<file path="config.mk">
export PLATFORM = sky130hd
export DESIGN_NAME = tmr_top
export DESIGN_NICKNAME = d
export VERILOG_FILES = /design/src/rtl/tmr_pkg.sv /design/src/rtl/tmr_prescale.sv /design/src/rtl/tmr_cmp.sv /design/src/rtl/tmr_top.sv
export SDC_FILE = /design/constraint.sdc
export NUM_CORES = 1
export LEC_CHECK = 0
export BUFFER_PORTS_ARGS = -buffer_cell sky130_fd_sc_hd__buf_2
export CORE_MARGIN = 2
export CORE_UTILIZATION = 55
export DETAILED_ROUTE_END_ITERATION = 7
export GPL_TIMING_DRIVEN = 0
export MAX_ROUTING_LAYER = met4
export PLACE_DENSITY = 0.78
export SYNTH_ARGS = -nofsm -noshare
export SYNTH_HDL_FRONTEND = slang
export SYNTH_SLANG_ARGS = --single-unit
</file>
<file path="constraint.sdc">
create_clock -name clk_i -period 7.8 [get_ports clk_i]
set_input_delay 1.56 -clock clk_i [delete_from_list [all_inputs] [get_ports clk_i]]
set_output_delay 1.56 -clock clk_i [all_outputs]
set_load 0.005 [all_outputs]
</file>
<file path="src/rtl/tmr_pkg.sv">
package tmr_pkg;
    parameter int CNT_W   = 64;
    parameter int DATA_W  = 32;
    parameter int ADDR_W  = 10;
    parameter int PRESC_W = 12;
    parameter int STEP_W  = 8;
    localparam int STEP_LSB = 16;

    // word-aligned byte offsets
    localparam logic [ADDR_W-1:0] OFS_ALERT  = 10'h000;
    localparam logic [ADDR_W-1:0] OFS_CTRL   = 10'h004;
    localparam logic [ADDR_W-1:0] OFS_CFG    = 10'h100;
    localparam logic [ADDR_W-1:0] OFS_CNT_LO = 10'h104;
    localparam logic [ADDR_W-1:0] OFS_CNT_HI = 10'h108;
    localparam logic [ADDR_W-1:0] OFS_CMP_LO = 10'h10C;
    localparam logic [ADDR_W-1:0] OFS_CMP_HI = 10'h110;
    localparam logic [ADDR_W-1:0] OFS_IEN    = 10'h114;
    localparam logic [ADDR_W-1:0] OFS_IST    = 10'h118;
    localparam logic [ADDR_W-1:0] OFS_ITEST  = 10'h11C;

    typedef struct packed {
        logic               active;
        logic [PRESC_W-1:0] presc;
        logic [STEP_W-1:0]  step;
        logic [CNT_W-1:0]   cnt;
        logic [CNT_W-1:0]   cmp;
        logic               ien;
        logic               ist;
        logic               mtip;
        logic [DATA_W-1:0]  snap;
    } tmr_state_t;
endpackage

</file>
<file path="src/rtl/tmr_prescale.sv">
module tmr_prescale #(
    parameter int W = 12
) (
    input  logic         clk_i,
    input  logic         rst_ni,
    input  logic         run_i,
    input  logic [W-1:0] limit_i,
    output logic         tick_o
);
    logic [W-1:0] pc_d, pc_q;

    always_comb begin
        tick_o = run_i && (pc_q >= limit_i);
        if (!run_i || tick_o) pc_d = '0;
        else                  pc_d = pc_q + 1'b1;
    end

    always_ff @(posedge clk_i or negedge rst_ni) begin
        if (!rst_ni) pc_q <= '0;
        else         pc_q <= pc_d;
    end
endmodule

</file>
<file path="src/rtl/tmr_cmp.sv">
module tmr_cmp #(
    parameter int W = 64
) (
    input  logic [W-1:0] a_i,
    input  logic [W-1:0] b_i,
    output logic         ge_o
);
    localparam int HALF = W / 2;
    generate
        if (W > 32) begin : g_split
            // compare halves in parallel, combine with the upper-half result
            logic hi_gt, hi_eq, lo_ge;
            assign hi_gt = a_i[W-1:HALF] >  b_i[W-1:HALF];
            assign hi_eq = a_i[W-1:HALF] == b_i[W-1:HALF];
            assign lo_ge = a_i[HALF-1:0] >= b_i[HALF-1:0];
            assign ge_o  = hi_gt || (hi_eq && lo_ge);
        end else begin : g_flat
            assign ge_o = a_i >= b_i;
        end
    endgenerate
endmodule

</file>
<file path="src/rtl/tmr_top.sv">
module tmr_top
    import tmr_pkg::*;
(
    input  logic              clk_i,
    input  logic              rst_ni,
    input  logic              req_i,
    input  logic              we_i,
    input  logic [ADDR_W-1:0] addr_i,
    input  logic [DATA_W-1:0] wdata_i,
    output logic [DATA_W-1:0] rdata_o,
    output logic              mtip_o,
    output logic              irq_o
);
    localparam int HI = CNT_W - 1;
    localparam int LO_TOP = DATA_W - 1;

    tmr_state_t st_d, st_q;
    logic tick, hit, wr, rd;
    logic [ADDR_W-1:0] word;

    tmr_prescale #(.W(PRESC_W)) u_presc (
        .clk_i   (clk_i),
        .rst_ni  (rst_ni),
        .run_i   (st_q.active),
        .limit_i (st_q.presc),
        .tick_o  (tick)
    );

    tmr_cmp #(.W(CNT_W)) u_cmp (
        .a_i  (st_q.cnt),
        .b_i  (st_q.cmp),
        .ge_o (hit)
    );

    always_comb begin
        word = {addr_i[ADDR_W-1:2], 2'b00};
        wr   = req_i && we_i;
        rd   = req_i && !we_i;
        st_d = st_q;

        if (tick) st_d.cnt = st_q.cnt + {{(CNT_W-STEP_W){1'b0}}, st_q.step};

        if (wr) begin
            case (word)
                OFS_CTRL:   st_d.active = wdata_i[0];
                OFS_CFG: begin
                    st_d.presc = wdata_i[PRESC_W-1:0];
                    st_d.step  = wdata_i[STEP_LSB+STEP_W-1:STEP_LSB];
                end
                OFS_CNT_LO: if (!st_q.active) st_d.cnt[LO_TOP:0]   = wdata_i;
                OFS_CNT_HI: if (!st_q.active) st_d.cnt[HI:DATA_W]  = wdata_i;
                OFS_CMP_LO: st_d.cmp[LO_TOP:0]  = wdata_i;
                OFS_CMP_HI: st_d.cmp[HI:DATA_W] = wdata_i;
                OFS_IEN:    st_d.ien = wdata_i[0];
                OFS_IST:    if (wdata_i[0]) st_d.ist = 1'b0;
                default: ;
            endcase
        end

        // a set event wins over a same-cycle clear
        if ((st_q.active && hit && st_q.ien) ||
            (wr && word == OFS_ITEST && wdata_i[0] && st_q.ien))
            st_d.ist = 1'b1;

        st_d.mtip = st_q.active && hit;

        if (rd && word == OFS_CNT_LO) st_d.snap = st_q.cnt[HI:DATA_W];

        rdata_o = '0;
        if (rd) begin
            case (word)
                OFS_CTRL:   rdata_o = {{(DATA_W-1){1'b0}}, st_q.active};
                OFS_CFG: begin
                    rdata_o[PRESC_W-1:0] = st_q.presc;
                    rdata_o[STEP_LSB+STEP_W-1:STEP_LSB] = st_q.step;
                end
                OFS_CNT_LO: rdata_o = st_q.cnt[LO_TOP:0];
                OFS_CNT_HI: rdata_o = st_q.snap;
                OFS_CMP_LO: rdata_o = st_q.cmp[LO_TOP:0];
                OFS_CMP_HI: rdata_o = st_q.cmp[HI:DATA_W];
                OFS_IEN:    rdata_o = {{(DATA_W-1){1'b0}}, st_q.ien};
                OFS_IST:    rdata_o = {{(DATA_W-1){1'b0}}, st_q.ist};
                default:    rdata_o = '0;
            endcase
        end

        mtip_o = st_q.mtip;
        irq_o  = st_q.ist;
    end

    always_ff @(posedge clk_i or negedge rst_ni) begin
        if (!rst_ni) begin
            st_q        <= '0;
            st_q.step   <= STEP_W'(1);
            st_q.cmp    <= '1;
        end else begin
            st_q <= st_d;
        end
    end
endmodule

</file>
# After elaboration in Yosys (flattened, before gate mapping)
# Cells that the tools add are included.
[classes] order_cmp=3 n_reduce_logical=24 n_mux=18 addsub=2 eq_ne=10
[ops] op="32-bit 2-to-1 mux" count=7
[ops] op="130-bit 2-to-1 mux" count=1
[ops] op="12-bit case mux with 8 select lines" count=1
[ops] op="64-bit by 8-bit adder with 64-bit output" count=1
[ops] op="8-bit by 7-bit equality test with 1-bit output, second input constant" count=8
[ops] op="64-bit 2-to-1 mux" count=1
[ops] op="8-bit case mux with 5 select lines" count=1
[ops] op="32-bit equality test" count=1
[ops] op="32-bit >= comparator" count=1
[ops] op="32-bit greater-than comparator" count=1
[ops] op="8-bit case mux with 4 select lines" count=1
[ops] op="4-bit case mux with 4 select lines" count=1
[ops] op="12-bit by 1-bit adder with 12-bit output, second input constant" count=1
[ops] op="12-bit >= comparator" count=1
[ops] op="12-bit 2-to-1 mux" count=1
[ops] op="1-bit logical AND" count=10
[ops] op="2-bit AND reduction" count=5
[ops] op="8-bit by 1-bit equality test with 1-bit output, second input constant" count=1
[ops] op="2-bit nonzero test" count=3
[ops] op="1-bit 2-to-1 mux" count=4
[ops] op="1-bit logical OR" count=3
[ops] op="3-bit AND reduction" count=1
[ops] op="1-bit zero test" count=2
[word_totals] out_inout_bits=34 elab_cells=68 regBits=196

# Depth between registers and ports, before layout
[logic_depth] depth_word=8 mapped_depth=11 mapped_depth_nobuf=10

# Modules after synthesis
# From an unflattened synthesis, not the netlist that was laid out.
[hier_totals] cells_unflattened=1179 area_unflattened_um2=12187.9
[by_module_without_submodules] module="tmr_top" n_inst=1 area_each_um2=9601.7 cells_each=849
[by_module_without_submodules] module="tmr_cmp" n_inst=1 area_each_um2=1595.3 cells_each=227
[by_module_without_submodules] module="tmr_prescale" n_inst=1 area_each_um2=991.0 cells_each=103

# Worst setup path before layout
# OpenSTA, ideal clock, no wires.
[synth_timing] path_kind="input port to output port" start="in addr_i[5]" end="out rdata_o[13]" setup_slack_ns=2.809 t_arrival_ns=3.431 path_buffers=1 required_time_ns=6.240 path_stages=7 path_cell_list="nor4_1 nand3_1 nor3_1 o21ai_1 a21o_1 clkbuf_1 a21oi_1"
[synth_between] elab_chain_len=3
[synth_lines] item="from (decl)" line_no="tmr_top.sv:8" text="input logic [ADDR_W-1:0] addr_i,"
[synth_lines] item="8-bit by 7-bit equality test with 1-bit output" line_no="tmr_top.sv:71" text="case (word)"
[synth_lines] item="4-bit case mux with 4 select lines *" line_no="tmr_top.sv:71"
[synth_lines] item="32-bit 2-to-1 mux *" line_no="tmr_top.sv:70" text="if (rd) begin"
[synth_lines] item="to (decl)" line_no="tmr_top.sv:10" text="output logic [DATA_W-1:0] rdata_o,"
# Every way passes the cells marked *; elsewhere a longest branch is shown, timed or not.

# Final worst setup path
[layout_timing] start="in addr_i[5]" end="out rdata_o[26]"
[layout_between] elab_chain_len=3
[layout_lines] item="8-bit by 7-bit equality test with 1-bit output" line_no="tmr_top.sv:71"
[layout_lines] item="8-bit case mux with 4 select lines *" line_no="tmr_top.sv:71"
[layout_lines] item="32-bit 2-to-1 mux *" line_no="tmr_top.sv:70"
# Marks and branches as above.

==> results.toml <==
[synth]
synth_warnings = 0
yosysTopAreaCell = "dfrtp_1"
synth-seq-cells = 196
synth_flop_cell = "dfrtp_1"
synth.top_cell.area_share = 0.274
ys_seq_area_frac = 0.417
synth-async-reset-ratio = 1.00
syn_avg_cell_area_um2 = 9.28
synth_cell_types = 54
syn_inst = 1289
ys_top_cells_by_area = "dfrtp_1 (27%), dfstp_2 (14%), ha_1 (8.9%), mux2_2 (8.5%), nand2_1 (4.2%)"
mappedNetlistArea_um2 = 12000
syn_nets = 1421
synth_edf_count = 0

[drt]
drt_pass1_iterations = 6
ant_nets = 0
vias = 10800
wire_per_inst_um = 23.6
drcViolationCount = 0
drt_iter0_markers = 1302
via_per_inst = 6.45
drt-total-wl_um = 39500

[layout]
diodes = 0
finalNetCount = 1518
final_cells = 1674
drive_gt1_frac = 0.194
final_util = 0.632
area_delta_synth_final_pct = 11.7

[timing]
setup-tns-final_ns = 0
rsz0062_at_grt = "false"
setup_violations = 0
drv_slew = 0
fin_crit_ns = 6.55
hold_slack_ns = 0.511
max_freq_ghz = 0.153
finalHoldViolCount = 0
worstMarginPinSlew_ns = 1.23
fin_crit_sh = 0.840
fin_skew_ns = 0.00954
max_slew_margin = 0.160

[run_status]
status = "finished, final reports clean"

[critical_path]
worstRegToRegCells = 11
crit_arrival_ns = 4.99
cp_max_fo = 10
critical_path.slowest_cell = "nor3_1"
cp_slowest_stage_delay_ns = 0.85
cp_cell_sequence = "buf_2, nor4_1, nand3_1, nor3_1, o21ai_1, a21o_1, clkbuf_1, a21oi_1, buf_2"
critical_path_class = "primary input to output port"
cp-end-kind = "output port"
critPathRequiredTime_ns = 6.24
crit_top_cell = "buf_2"
crit_path_start_kind = "primary input"

[cts]
cts_tree = "built"
post_cts_buffers = 0
h-tree-depth = 4
cts-resized-gates = 0
cts_sinks = 196
clk-insertion-delay-late_ns = 0.45
path_clk_slew_ns = 0.07
cts_root_buf = "clkbuf_16"
cts_hold_buf = 0
clk_path_buf_depth = 2
cts_made_buffers = 17

[global_route]
antenna_found_initial = 0
grt_pass1_wl_um = 59800
grt_usage = 0.366
grt_pass1_vias = 10300
grt-ovfl-total = 0
grt_max_degree = 124

[die]
initial_core_util = 0.566
fp.dieArea_um2 = 22900
fp.dieH_um = 151
io_pins = 80
core-area_um2 = 21200
die_w_um = 151
row_count = 53

[place]
gp_congestion = 1.02
dpl.hpwl_um = 29400
io_buffers = 75
dp_cells = 1642

[hold_path]
hold_path_class = "flip-flop to flip-flop"
hold_depth = 1

[run]
cap_violations = 0

[pwr]
irDropWorstVdd_mv = 0.137
totalPowerFinal_uw = 2350
p_leak_uw = 0.00577
power_density_nw_per_um2 = 176
## through the flow
stage,setup slack [ns],area (µm²)
floorplan,2.81,12000
global placement,1.53,12700
detailed placement,1.44,12700
CTS,1.44,13400
global route,0.973,13400
finish,1.25,13400
## flip-flops by register name, indices dropped and copies added, names as in the netlist
register	flops
st_q	182
u_presc.pc_q	12
irq_o	1
mtip_o	1
## cells in the final DEF (no fill, tap or decap), types with 9 or more instances in the layout
master,instances
nand2_1,133
dfrtp_1,131
nor2_1,121
inv_1,90
mux2_2,90
o21ai_0,89
ha_1,85
a21oi_1,82
buf_2,75
dfstp_2,65
nand3_1,53
clkbuf_1,51
nand4_1,37
xor2_1,36
xnor2_1,28
a221oi_1,21
and3_1,20
a22oi_1,19
clkbuf_16,17
nor4_1,14
a222oi_1,12
nor3_1,10
a21o_1,9
or4_1,9
## logic make-up after synthesis
family,Yosys count,share of synthesized area
AO/OA/AOI/OAI,273,0.142
XOR/XNOR,64,0.0469
adder cells (fa/ha/maj),86,0.0906
buffers and inverters,149,0.0473
AND/OR/NAND/NOR,426,0.167
flip-flops,196,0.417
multiplexers,95,0.0899
## cell usage after synthesis (2+ instances only)
master,number
xor2_1,36
a211oi_1,7
o221ai_1,3
a21oi_1,82
a31oi_1,6
mux2i_1,4
dfrtp_1,131
o211ai_1,3
nor2b_1,2
o21a_1,3
xnor2_1,28
a222oi_1,12
o221a_2,2
inv_1,90
buf_1,6
a21o_1,9
a22oi_1,19
nand3_1,53
and4_1,6
mux2_2,90
a2111oi_0,3
nor4_1,15
a211o_1,3
nor2_1,121
clkbuf_1,50
and2_1,6
nor3_1,10
clkbuf_2,2
or3_1,3
nand4_1,37
o2111ai_1,2
dfstp_2,65
nand2_1,133
or4_1,9
o21ai_0,89
nand2b_1,6
ha_1,85
o21ai_1,2
and3_1,20
a41oi_1,2
a221oi_1,21
## worst max-delay path: cells and delay by family
family	cells	cell delay [ns]
buffers and inverters	3	0.49
AOI/OAI and AO/OA	3	1.06
and+or+nand+nor	3	1.88
## final timing paths
kind / startpoint / end / slack, ns
worst min register to register: st_q[12] / st_q[12] / 0.51
min in group asynchronous: rst_ni / st_q[165] / 1.09
worst max register to register: st_q[163] / st_q[155] / 3.40
worst max-delay path: addr_i[5] / rdata_o[26] / 1.25
worst min-delay path: st_q[12] / st_q[12] / 0.51
max in group asynchronous: rst_ni / st_q[105] / 5.70
## power by group
group | internal (µW) | switching [µW] | leakage [µW]
combinational | 107 | 194 | 0.00335
sequential | 1060 | 39.6 | 0.00213
clock | 520 | 425 | 0.000298
total | 1690 | 659 | 0.00577
## cell type report
cell class	instances	area, µm²
Fill cell	1798	7790
Multi-Input combinational cell	944	6420
Sequential cell	196	4990
Clock buffer	19	443
Timing Repair Buffer	78	425
Tap cell	275	344
Inverter	90	338
Buffer	59	228
Clock inverter	13	174
## per-layer routing
| metal | part of all wire | global-route usage |
|---|---|---|
| met4 | 0.053 | 0.170 |
| met2 | 0.45 | 0.544 |
| met1 | 0.42 | 0.486 |
| met3 | 0.085 | 0.0695 |
| met5 | 0 | - |
Note: power is estimated with default switching activity, not from simulation.
